`config.mk`:
```
export PLATFORM = sky130hd
export DESIGN_NAME = dnz_cmd_split
export DESIGN_NICKNAME = d
export VERILOG_FILES = /design/src/rtl/dnz_pkg.sv /design/src/rtl/dnz_plan.sv /design/src/rtl/dnz_emit.sv /design/src/rtl/dnz_cmd_split.sv
export SDC_FILE = /design/constraint.sdc
export NUM_CORES = 1
export LEC_CHECK = 0
export ABC_AREA = 1
export CAP_MARGIN = 20
export CORE_MARGIN = 3
export CORE_UTILIZATION = 60
export DETAILED_ROUTE_END_ITERATION = 12
export PLACE_DENSITY_LB_ADDON = 0.15
export RECOVER_POWER = 50
export SLEW_MARGIN = 5
export SYNTH_ARGS = -nofsm -noshare
export SYNTH_HDL_FRONTEND = slang
export SYNTH_SLANG_ARGS = --single-unit
```
`constraint.sdc`:
```
create_clock -name clk -period 20.7 [get_ports clk]
set_input_delay 2.07 -clock clk [delete_from_list [all_inputs] [get_ports clk]]
set_output_delay 2.07 -clock clk [all_outputs]
set_load 0.005 [all_outputs]
```
`src/rtl/dnz_pkg.sv`:
```
package dnz_pkg;

    typedef enum logic [1:0] {
        BT_FIXED = 2'b00,
        BT_INCR  = 2'b01,
        BT_WRAP  = 2'b10,
        BT_RSVD  = 2'b11
    } burst_e;

    typedef struct packed {
        logic [2:0] size;
        burst_e     burst;
        logic       lock;
    } cmd_attr_t;

endpackage

```
`src/rtl/dnz_plan.sv`:
```
module dnz_plan
    import dnz_pkg::*;
#(
    parameter int AW      = 16,
    parameter int BW      = 11,
    parameter int M_BYTES = 4,
    parameter int LIMIT   = 256
) (
    input  logic [AW-1:0] in_addr,
    input  logic [7:0]    in_len,
    input  logic [2:0]    in_size,
    input  logic [1:0]    in_burst,
    input  logic          in_lock,
    output logic [AW-1:0] seg0_addr,
    output logic [AW-1:0] seg1_addr,
    output logic [BW-1:0] seg0_beats,
    output logic [BW-1:0] seg1_beats,
    output logic [BW-1:0] phase,
    output logic          two_seg,
    output logic [8:0]    reps,
    output cmd_attr_t     attr
);
    localparam int          MSZ   = $clog2(M_BYTES);
    localparam logic [31:0] MMASK = 32'(M_BYTES - 1);

    logic [31:0] a32, size_b, size_m, ratio, adj, conv, bb, bm, off;

    always_comb begin
        a32    = 32'(in_addr);
        size_b = 32'd1 << in_size;
        size_m = size_b - 32'd1;
        ratio  = (32'(in_size) > 32'(MSZ)) ? (32'd1 << (32'(in_size) - 32'(MSZ))) : 32'd1;
        adj    = (a32 & size_m & ~MMASK) >> MSZ;
        conv   = (32'(in_len) + 32'd1) * ratio;
        bb     = (32'(in_len) + 32'd1) << in_size;
        bm     = bb - 32'd1;
        off    = a32 & bm;

        seg0_addr  = in_addr;
        seg1_addr  = in_addr;
        seg0_beats = BW'(conv);
        seg1_beats = '0;
        phase      = '0;
        two_seg    = 1'b0;
        reps       = 9'd1;
        attr.size  = 3'(MSZ);
        attr.burst = BT_INCR;
        attr.lock  = 1'b0;

        if (ratio == 32'd1) begin
            seg0_beats = BW'(32'(in_len) + 32'd1);
            attr.size  = in_size;
            attr.burst = burst_e'(in_burst);
            attr.lock  = in_lock;
        end else begin
            case (burst_e'(in_burst))
                BT_FIXED: begin
                    reps       = 9'(32'(in_len) + 32'd1);
                    seg0_beats = BW'(ratio - adj);
                    phase      = BW'(adj);
                end
                BT_WRAP: begin
                    if (conv <= 32'd16) begin
                        attr.burst = BT_WRAP;
                        attr.lock  = in_lock;
                    end else if (off != 32'd0) begin
                        seg0_beats = BW'((bb - off) >> MSZ);
                        seg1_addr  = AW'(a32 & ~bm);
                        seg1_beats = BW'(off >> MSZ);
                        two_seg    = 1'b1;
                    end
                end
                default: begin
                    seg0_beats = BW'(conv - adj);
                    phase      = BW'(adj);
                    attr.lock  = (conv <= 32'(LIMIT)) & in_lock;
                end
            endcase
        end
    end
endmodule

```
`src/rtl/dnz_emit.sv`:
```
module dnz_emit
    import dnz_pkg::*;
#(
    parameter int AW      = 16,
    parameter int BW      = 11,
    parameter int M_BYTES = 4,
    parameter int LIMIT   = 256
) (
    input  logic          clk,
    input  logic          rst,
    input  logic          load,
    input  logic [AW-1:0] ld_seg0_addr,
    input  logic [AW-1:0] ld_seg1_addr,
    input  logic [BW-1:0] ld_seg0_beats,
    input  logic [BW-1:0] ld_seg1_beats,
    input  logic [BW-1:0] ld_phase,
    input  logic          ld_two,
    input  logic [8:0]    ld_reps,
    input  cmd_attr_t     ld_attr,
    input  logic          out_ready,
    output logic          busy,
    output logic [AW-1:0] out_addr,
    output logic [7:0]    out_len,
    output logic          out_last,
    output cmd_attr_t     out_attr
);
    localparam int          MSZ   = $clog2(M_BYTES);
    localparam logic [AW-1:0] AMASK = AW'(M_BYTES - 1);

    logic [AW-1:0] s0_addr, s1_addr, cur_addr;
    logic [BW-1:0] s0_beats, s1_beats, ph, rem, avail, chunk, chunk_m1;
    logic          two, seg_sel, first;
    logic [8:0]    reps_left;
    cmd_attr_t     attr_q;
    logic          seg_done;

    always_comb begin
        avail    = BW'(LIMIT) - (first ? ph : '0);
        chunk    = (rem < avail) ? rem : avail;
        chunk_m1 = chunk - BW'(1);
        seg_done = (rem == chunk);
    end

    assign out_addr = cur_addr;
    assign out_len  = chunk_m1[7:0];
    assign out_attr = attr_q;
    assign out_last = seg_done && (!two || seg_sel) && (reps_left == 9'd1);

    always_ff @(posedge clk) begin
        if (rst) begin
            busy      <= 1'b0;
            s0_addr   <= '0;
            s1_addr   <= '0;
            s0_beats  <= '0;
            s1_beats  <= '0;
            ph        <= '0;
            two       <= 1'b0;
            seg_sel   <= 1'b0;
            first     <= 1'b0;
            cur_addr  <= '0;
            rem       <= '0;
            reps_left <= '0;
            attr_q    <= '0;
        end else if (load) begin
            busy      <= 1'b1;
            s0_addr   <= ld_seg0_addr;
            s1_addr   <= ld_seg1_addr;
            s0_beats  <= ld_seg0_beats;
            s1_beats  <= ld_seg1_beats;
            ph        <= ld_phase;
            two       <= ld_two;
            attr_q    <= ld_attr;
            seg_sel   <= 1'b0;
            first     <= 1'b1;
            cur_addr  <= ld_seg0_addr;
            rem       <= ld_seg0_beats;
            reps_left <= ld_reps;
        end else if (busy && out_ready) begin
            if (!seg_done) begin
                rem      <= rem - chunk;
                cur_addr <= (cur_addr & ~AMASK) + (AW'(chunk) << MSZ);
                first    <= 1'b0;
            end else if (two && !seg_sel) begin
                seg_sel  <= 1'b1;
                cur_addr <= s1_addr;
                rem      <= s1_beats;
                first    <= 1'b1;
            end else if (reps_left > 9'd1) begin
                reps_left <= reps_left - 9'd1;
                cur_addr  <= s0_addr;
                rem       <= s0_beats;
                first     <= 1'b1;
            end else begin
                busy <= 1'b0;
            end
        end
    end
endmodule

```
`src/rtl/dnz_cmd_split.sv`:
```
module dnz_cmd_split
    import dnz_pkg::*;
#(
    parameter int AW      = 16,
    parameter int S_BYTES = 16,
    parameter int M_BYTES = 4,
    parameter bit AXI3    = 1'b0
) (
    input  logic          clk,
    input  logic          rst,
    input  logic          s_valid,
    output logic          s_ready,
    input  logic [AW-1:0] s_addr,
    input  logic [7:0]    s_len,
    input  logic [2:0]    s_size,
    input  logic [1:0]    s_burst,
    input  logic          s_lock,
    output logic          m_valid,
    input  logic          m_ready,
    output logic [AW-1:0] m_addr,
    output logic [7:0]    m_len,
    output logic [2:0]    m_size,
    output logic [1:0]    m_burst,
    output logic          m_lock,
    output logic          m_last
);
    localparam int LIMIT     = AXI3 ? 16 : 256;
    localparam int RATIO_MAX = (S_BYTES > M_BYTES) ? S_BYTES / M_BYTES : 1;
    localparam int BW        = 9 + $clog2(RATIO_MAX);

    logic [AW-1:0] p_s0_addr, p_s1_addr;
    logic [BW-1:0] p_s0_beats, p_s1_beats, p_phase;
    logic          p_two, busy;
    logic [8:0]    p_reps;
    cmd_attr_t     p_attr, o_attr;

    dnz_plan #(.AW(AW), .BW(BW), .M_BYTES(M_BYTES), .LIMIT(LIMIT)) u_plan (
        .in_addr   (s_addr),
        .in_len    (s_len),
        .in_size   (s_size),
        .in_burst  (s_burst),
        .in_lock   (s_lock),
        .seg0_addr (p_s0_addr),
        .seg1_addr (p_s1_addr),
        .seg0_beats(p_s0_beats),
        .seg1_beats(p_s1_beats),
        .phase     (p_phase),
        .two_seg   (p_two),
        .reps      (p_reps),
        .attr      (p_attr)
    );

    dnz_emit #(.AW(AW), .BW(BW), .M_BYTES(M_BYTES), .LIMIT(LIMIT)) u_emit (
        .clk          (clk),
        .rst          (rst),
        .load         (s_valid && s_ready),
        .ld_seg0_addr (p_s0_addr),
        .ld_seg1_addr (p_s1_addr),
        .ld_seg0_beats(p_s0_beats),
        .ld_seg1_beats(p_s1_beats),
        .ld_phase     (p_phase),
        .ld_two       (p_two),
        .ld_reps      (p_reps),
        .ld_attr      (p_attr),
        .out_ready    (m_ready),
        .busy         (busy),
        .out_addr     (m_addr),
        .out_len      (m_len),
        .out_last     (m_last),
        .out_attr     (o_attr)
    );

    assign s_ready = !busy;
    assign m_valid = busy;
    assign m_size  = o_attr.size;
    assign m_burst = o_attr.burst;
    assign m_lock  = o_attr.lock;
endmodule

```
==> Yosys cells after proc, flatten, opt, wreduce, memory -nomap -nowiden <==
Index checks and enable logic that the tools add are counted.
{ "totals": {"register_bits": 111, "input_bits": 34, "out_inout_bits": 33, "elab_cells": 120} }
{ "classes": {"n_addsub": 12, "n_mul": 1, "magnitude_cmp": 5, "n_eq_ne": 7, "n_shift": 3, "n_mux": 53, "bitwise": 5, "n_reduce_logical": 19} }
{ "ops": {"columns": ["cell", "n"], "rows": [
  ["$mux 11", 16],
  ["$mux 16", 9],
  ["$mux 9", 7],
  ["$sub 11x11->11", 3],
  ["$and 16x32->32", 1],
  ["$eq 32x1->1 const B", 1],
  ["$le 32x5->1 const B", 1],
  ["$le 32x9->1 const B", 1],
  ["$mul 9x32->32", 1],
  ["$mux 32", 1],
  ["$reduce_bool 32->1", 1],
  ["$shl 1x32->32 const A", 1],
  ["$shl 9x3->32", 1],
  ["$sub 32x1->32 const B", 1],
  ["$pmux 11 s2", 1],
  ["$add 16x13->16", 1],
  ["$and 16x16->16", 1],
  ["$not 16->16", 1],
  ["$mux 1", 14],
  ["$and 13x13->13", 1],
  ["$shl 1x3->13 const A", 1],
  ["$sub 13x1->13 const B", 1],
  ["$sub 13x13->13", 1],
  ["$eq 11x11->1", 1],
  ["25 further kinds", 37]
]} }

==> Logic depth before layout (Yosys ltp) <==
Gate-level depths: netlist of the first run.
{ "depth": {"depth_word": 10, "depth_mapped": 44, "depth_no_buf": 42} }

==> Modules after synthesis <==
Synthesis of the first run repeated with hierarchy kept, for this count alone.
{ "unflattened": {"cells_unflattened": 2478, "hier_area_um2": 16874.9} }
{ "modules_own_cells": {"columns": ["module", "n_inst", "cells_per_inst", "area_per_inst_um2", "seq_area_each_um2"], "rows": [
  ["dnz_plan", 1, 1424, 9900.7, 0.0],
  ["dnz_emit", 1, 1051, 6960.4, 2222.1],
  ["dnz_cmd_split", 1, 3, 13.8, 0.0]
]} }

==> Worst setup path before layout of the first run <==
No wires, ideal clock.
{ "synth_path": {"kind": "input to register", "start": "input s_size[2]", "end": "register u_emit.rem[7]", "setup_ns": 0.109, "arrival_ns": 8.068, "path_slack_ns": 12.523, "cell_stages": 33, "path_cell_list": "buf_4 > inv_2 > buf_1 > ha_1 > inv_1 > ha_1 > inv_1 > nor2_1 > a21oi_1 > nand2_1 > fa_1 > fa_1 > inv_1 > fa_1 > inv_1 > fa_1 > inv_1 > ha_1 > a21o_1 > a21oi_1 > o21ai_0 > xnor2_1 > nand2_1 > nor4_1 > nand3_2 > nand2_4 > nand2_1 > nand3_1 > nand2_1 > nand2_1 > nand3_1 > nand2_1 > inv_1"} }
{ "synth_via": {"elab_chain_cells": 9, "word_cells_on_any_way": 22} }
{ "synth_rtl": {"columns": ["item", "line", "rtl"], "rows": [
  ["start: declaration", "dnz_cmd_split.sv:15", "input logic [2:0] s_size,"],
  ["$sub 3x2->4 or $shl 9x3->32 (tied branches)", "dnz_plan.sv:32, dnz_plan.sv:35", null],
  ["$shl 1x32->32 or $sub 32x1->32 (tied branches)", "dnz_plan.sv:32, dnz_plan.sv:36", null],
  ["$mux 32 or $and 16x32->32 (tied branches)", "dnz_plan.sv:32, dnz_plan.sv:37", null],
  ["$mul 9x32->32 (tied with other cells)", "dnz_plan.sv:34", "conv = (32'(in_len) + 32'd1) * ratio;"],
  ["$le 32x5->1 or $mux 11 (tied branches)", "dnz_plan.sv:63, dnz_plan.sv:66", null],
  ["$mux 11", "dnz_plan.sv:63", "if (conv <= 32'd16) begin"],
  ["$pmux 11 s2", "dnz_plan.sv:56", "case (burst_e'(in_burst))"],
  ["$mux 11 *", "dnz_plan.sv:50", "if (ratio == 32'd1) begin"],
  ["$mux 11 *", "dnz_emit.sv:64", "end else if (load) begin"],
  ["end signal: assignment", "dnz_emit.sv:76", "rem <= ld_seg0_beats;"],
  ["end signal: assignment", "dnz_emit.sv:80", "rem <= rem - chunk;"],
  ["end signal: assignment", "dnz_emit.sv:86", "rem <= s1_beats;"],
  ["end: declaration", "dnz_emit.sv:31", "logic [BW-1:0] s0_beats, s1_beats, ph, rem, avail, chunk, chunk_m1;"]
]} }
Mark *: on every way between the ends. The rest lies on a longest branch, timed or not.
A chain may end at the register's enable or synchronous reset.

==> Worst setup path after layout of the first run <==
{ "layout_path": {"start": "input s_size[1]", "end": "register u_emit.two"} }
{ "layout_via": {"elab_chain_cells": 8, "word_cells_on_any_way": 15} }
{ "layout_rtl": {"columns": ["item", "line", "rtl"], "rows": [
  ["$sub 3x2->4 or $shl 9x3->32 (tied branches)", "dnz_plan.sv:32, dnz_plan.sv:35", null],
  ["$shl 1x32->32 or $sub 32x1->32 (tied branches)", "dnz_plan.sv:32, dnz_plan.sv:36", null],
  ["$mux 32 or $and 16x32->32 (tied branches)", "dnz_plan.sv:32, dnz_plan.sv:37", null],
  ["$mul 9x32->32 or $reduce_bool 32->1 (tied branches)", "dnz_plan.sv:34, dnz_plan.sv:66", null],
  ["$le 32x5->1 or $mux 1 (tied branches)", "dnz_plan.sv:63, dnz_plan.sv:66", null],
  ["$mux 1", "dnz_plan.sv:63", null],
  ["$mux 1", "dnz_plan.sv:56", null],
  ["$mux 1 *", "dnz_plan.sv:50", null],
  ["end signal: assignment", "dnz_emit.sv:71", "two <= ld_two;"],
  ["end: declaration", "dnz_emit.sv:32", "logic two, seg_sel, first;"]
]} }
Marks and branches as above.

==> impl_metrics.ini, run 1 <==
[cts]
clkLatencyLatePin_ns = 0.36
root_buffer = clkbuf_16
cts_buffers = 9
cts_resized = 0
cts_setup_buffers = 0
htreeDepth = 3
clk_path_buf_depth = 2
path_clk_slew_ns = 0.07
cts_hold_buf = 0
cts_tree = yes
cts.sinks = 111

[pwr]
power_frac_comb = 0.773
p_total_mw = 1.918
seqPwrFrac = 0.133
p_switching_mw = 1.004
p_sw_frac = 0.5231
power_frac_clock = 0.093
internal_power_mw = 0.9147
ir_worst_vdd_uv = 98.07
power_density_nw_per_um2 = 109.9
p_leak_nw = 9.174

[layout]
diodes = 0
syn_to_final_growth_pct = 11.23
final_nets = 2732
drive_gt1_frac = 0.03876

[yosys]
synthesis.area_um2 = 15690
ys.flop_type = dfxtp_1
synth_top_area_cell = fa_1
ys_seq_area_frac = 0.1416
yosysTopAreaCellShare = 0.2323
yosys-top-cells-count = nand2_1, inv_1, nor2_1
synth-seq-cells = 111
synth_edf_count = 0
syn_area_per_cell_um2 = 7.057
yosysMostFrequentCell = nand2_1
async_flop_share = 0
yosys_warnings = 0
synth_cell_types = 51
syn_inst = 2223
synth.area.top_cells = fa_1, dfxtp_1, nand2_1

[critical_path]
cpPeakStageDelay_ns = 0.96
critPathLaunchType = primary input
worstPathRequired_ns = 20.88
path_max_fanout = 22
r2r_cells = 30
cpMostUsedCell = inv_1
critical_path_class = primary input to flop
worst-endpoint-arrival_ns = 10.25
slowest_stage = clkdlybuf4s50_1
end_kind = flop

[placement]
io_buffers = 66
place.gp.congestion = 0.9791
dpl.hpwl_mm = 36.70

[sta]
fin_skew_ns = 0.009981
finalCriticalPeriod_ns = 10.07
maxSlewHeadroom = -0.9469
setup_viol = 0
period_share = 0.4864
rsz0062_at_grt = false
maxClockFrequency_mhz = 99.32
worst_pin_slew_ns = 2.920
drv_slew = 102
hold_viol_final = 0
fin_setup_tns_ns = 0

[detailed_routing]
route.detailed.drc = 0
drtIter0Drc = 1325
via_count = 15060
drt-vias-per-instance = 5.465
wirelength_mm = 45.13
antenna_left = 0
drtPass1Iterations = 6
wl_per_cell_um = 16.38

[global_route]
overflow = 0
grt_max_degree = 59
grt_antenna_before_repair = 0
first_global_vias = 15020
grt_pass1_wl_mm = 74.80
grt_util_all_layers = 0.3272

[floorplanning]
dieArea_um2 = 28120
num_io_pins = 67
die_w_um = 167.7
initial_core_util = 0.6159
die_y_um = 167.7
row_count = 58
core_area_um2 = 25470

[status]
violations = capacitance limit, slew limit
status = finished, violations left

[worst_hold_path]
hp-class = flop to flop
whs_path_depth = 2

[flow_run]
drv_cap = 2
## stage by stage
step                      area [um^2]  hold WS (ns)  std cells    util  setup WS [ns]
final                           17450        0.4500       2755  0.6850          10.63
after global routing            17450        0.4728       2755  0.6850          9.866
after CTS                       17460        0.4504       2754  0.6854          10.75
after detailed placement        17160        0.4326       2738  0.6738          10.37
after global placement          17160        0.4287       2738  0.6738          10.68
after floorplan                 16330        0.4191       2395       -          12.52
## state kept, by name, indices dropped and copies added, names as in the netlist
register          cells
u_emit.rem           11
u_emit.two            1
u_emit.s1_addr       16
u_emit.out_addr      16
u_emit.s1_beats      11
u_emit.s0_beats      11
u_emit.out_attr       6
u_emit.s0_addr       16
u_emit.reps_left      9
u_emit.ph            11
u_emit.seg_sel        1
u_emit.busy           1
u_emit.first          1
## final timing paths
check / from / end / slack (ns)
min: u_emit.s0_addr[6] / u_emit.s0_addr[6] / 0.45
max: s_size[1] / u_emit.two / 10.63
min reg2reg: u_emit.s0_addr[6] / u_emit.s0_addr[6] / 0.45
max reg2reg: u_emit.first / u_emit.rem[0] / 12.61
## kinds of logic (layout without fill, tap and decap cells)
| kind of cell | Yosys count | after routing | synth area share |
|---|---|---|---|
| fa+ha+maj | 278 | 278 | 0.3088 |
| compound gates | 371 | 371 | 0.1385 |
| xor+xnor | 75 | 75 | 0.04187 |
| flops | 111 | 111 | 0.1416 |
| other cells | 2 | 174 | 0.0004787 |
| buf+inv | 474 | 504 | 0.1187 |
| simple gates | 912 | 912 | 0.2500 |
## worst max-delay path, delay by kind of cell
family | cells | cell delay (ns)
XOR/XNOR | 1 | 0.34
adder cells (fa/ha/maj) | 7 | 3.01
AO/OA/AOI/OAI | 2 | 0.32
buffers and inverters | 8 | 1.84
AND/OR/NAND/NOR | 12 | 2.65
## layout make-up
cell class	instances	area [um^2]
multi-input combinational	1810	12250
fill	2199	8023
sequential	111	2222
inverter	413	1550
timing repair buffer	75	716.9
tap	330	412.9
clock buffer	10	229.0
clock inverter	6	66.31
## cells in the final DEF, fill, tap and decap left out, types with 49 or more instances in the layout
cell,netlist,routed
a21oi_1,112,112
nor2_1,204,202
o21ai_0,124,124
fa_1,182,182
ha_1,96,96
xor2_1,49,49
nand3_1,160,161
dfxtp_1,111,111
nand2_1,467,466
inv_1,401,401
conb_1,2,174
## power by group through the flow
stage	Clock [mW]	Sequential [mW]	Combinational (mW)
2_1_floorplan	0	0.254	1.12
3_3_place_gp	0	0.259	1.29
3_5_place_dp	0	0.260	1.31
4_1_cts	0.178	0.255	1.31
5_1_grt	0.186	0.258	1.67
6_report	0.179	0.256	1.48
## layer usage
layer | GRT usage | vias up | share of wire
met5 | 0 | - | 0
met4 | 0.1106 | 0 | 0.039
met3 | 0.03399 | 114 | 0.057
met2 | 0.5805 | 562 | 0.49
met1 | 0.4182 | 7116 | 0.41
li1 | - | 7264 | -
Power figures use the tool's default switching activity.
==> inputs of run 2 (changes only) <==
--- a/config.mk
+++ b/config.mk
@@ -8,7 +8,7 @@
 export ABC_AREA = 1
 export CAP_MARGIN = 20
 export CORE_MARGIN = 3
-export CORE_UTILIZATION = 60
+export CORE_UTILIZATION = 58
 export DETAILED_ROUTE_END_ITERATION = 12
 export PLACE_DENSITY_LB_ADDON = 0.15
 export RECOVER_POWER = 50
==> constraint.sdc (replaced) <==
create_clock -name clk -period 8.9 [get_ports clk]
set_input_delay 0.89 -clock clk [delete_from_list [all_inputs] [get_ports clk]]
set_output_delay 0.89 -clock clk [all_outputs]
set_load 0.005 [all_outputs]
==> impl_metrics.ini, run 2 (synthesis gave the netlist of run 1 again) <==
[cts]
htreeDepth = 3
cts_resized = 0
cts_tree = yes
cts_hold_buf = 0
root_buffer = clkbuf_16
path_clk_slew_ns = 0.08
cts.sinks = 111
clk_path_buf_depth = 2
cts_setup_buffers = 0
clkLatencyLatePin_ns = 0.37
cts_buffers = 9

[layout]
diodes = 0
fillers = 2403
mostFrequentLayoutCells = nand2_1, inv_1, nor2_1, fa_1, conb_1
final_cell_area_um2 = 17510
drive_gt1_frac = 0.04153
final_util = 0.6645
multi_input_area_um2 = 12250
seqCellArea_um2 = 2222
final_common_cell = nand2_1
final_nets = 2739
syn_to_final_growth_pct = 11.64

[global_route]
grt_util_all_layers = 0.3137
overflow = 0
grt_max_degree = 59
grt_pass1_wl_mm = 73.27
grt_antenna_before_repair = 0
first_global_vias = 15060

[sta]
setup_viol = 0
maxClockFrequency_mhz = 125.6
maxSlewHeadroom = -0.9400
period_share = 0.8944
fin_setup_tns_ns = 0
fin_skew_ns = 0.01490
drv_slew = 101
hold_viol_final = 0
rsz0062_at_grt = false
setup_ws_ns = 0.9397
worst_pin_slew_ns = 2.910
finalCriticalPeriod_ns = 7.960

[placement]
dpl.hpwl_mm = 36.13
pre_cts_slack_ns = 0.6494
place_area_um2 = 17220
place.gp.congestion = 0.9517
io_buffers = 66

[status]
status = finished, violations left
violations = capacitance limit, slew limit

[flow_run]
drv_cap = 2

[detailed_routing]
wirelength_mm = 44.53
antenna_left = 0
drt-vias-per-instance = 5.464
via_count = 15120
drtPass1Iterations = 6
route.detailed.drc = 0
wl_per_cell_um = 16.09
drtIter0Drc = 1247

[pwr]
power_density_nw_per_um2 = 252.3
p_leak_nw = 9.204
ir_worst_vdd_uv = 210.3

[critical_path]
critPathLaunchType = primary input
end_kind = flop
worstPathRequired_ns = 9.09
path_max_fanout = 18
cpMostUsedCell = inv_1
critical_path_class = primary input to flop
worst-endpoint-arrival_ns = 8.15
cpPeakStageDelay_ns = 0.55
slowest_stage = fa_1

[floorplanning]
dieArea_um2 = 29060
row_count = 59
initial_core_util = 0.5953
core_area_um2 = 26350
die_y_um = 170.5
die_w_um = 170.5
num_io_pins = 67

[worst_hold_path]
hp-class = flop to flop
## run 2: through the flow
step	std cells	total power [mW]	hold WS, ns
2_1_floorplan	2395	3.188	0.4191
3_5_place_dp	2750	3.640	0.4323
6_report	2767	4.418	0.4527
3_3_place_gp	2750	3.607	0.4292
5_1_grt	2767	4.892	0.4697
4_1_cts	2766	4.054	0.4502
## run 2: worst max-delay path: cells and delay by family
family,cells,cell delay [ns]
and+or+nand+nor,12,2.59
buffers and inverters,9,1.22
xor gates and xnor gates,1,0.18
adders and majority gates,7,2.85
AOI/OAI and AO/OA,2,0.40
## run 2: final timing paths
kind	start	end	slack, ns	cells after the start
max	s_size[1]	u_emit.two	0.94	31
min	u_emit.s0_addr[8]	u_emit.s0_addr[8]	0.45	2
min reg2reg	u_emit.s0_addr[8]	u_emit.s0_addr[8]	0.45	2
max reg2reg	u_emit.first	u_emit.first	1.33	32
## run 2: metal layers
metal  share of wire  vias up  wire length, um  global-route usage
li1                -     7300                -                   -
met3           0.059       93             2629             0.03461
met5               0        -                0                   0
met4           0.032        0             1424             0.09312
met2            0.50      509            22110              0.5562
met1            0.41     7217            18370              0.4049
## run 2: cell type report
cell class,instances,area share
inverters,413,0.08852
multi-input cells,1810,0.6994
repair buffers,82,0.04394
flip-flops and latches,111,0.1269
well taps,335,0.02393
clock buffers,9,0.01286
clock inverters,7,0.004430
## run 2: where the power goes
part	total, mW	internal [mW]	switching (mW)
registers	0.594	0.550	0.0438
clock network	0.412	0.199	0.213
logic	3.41	1.35	2.06
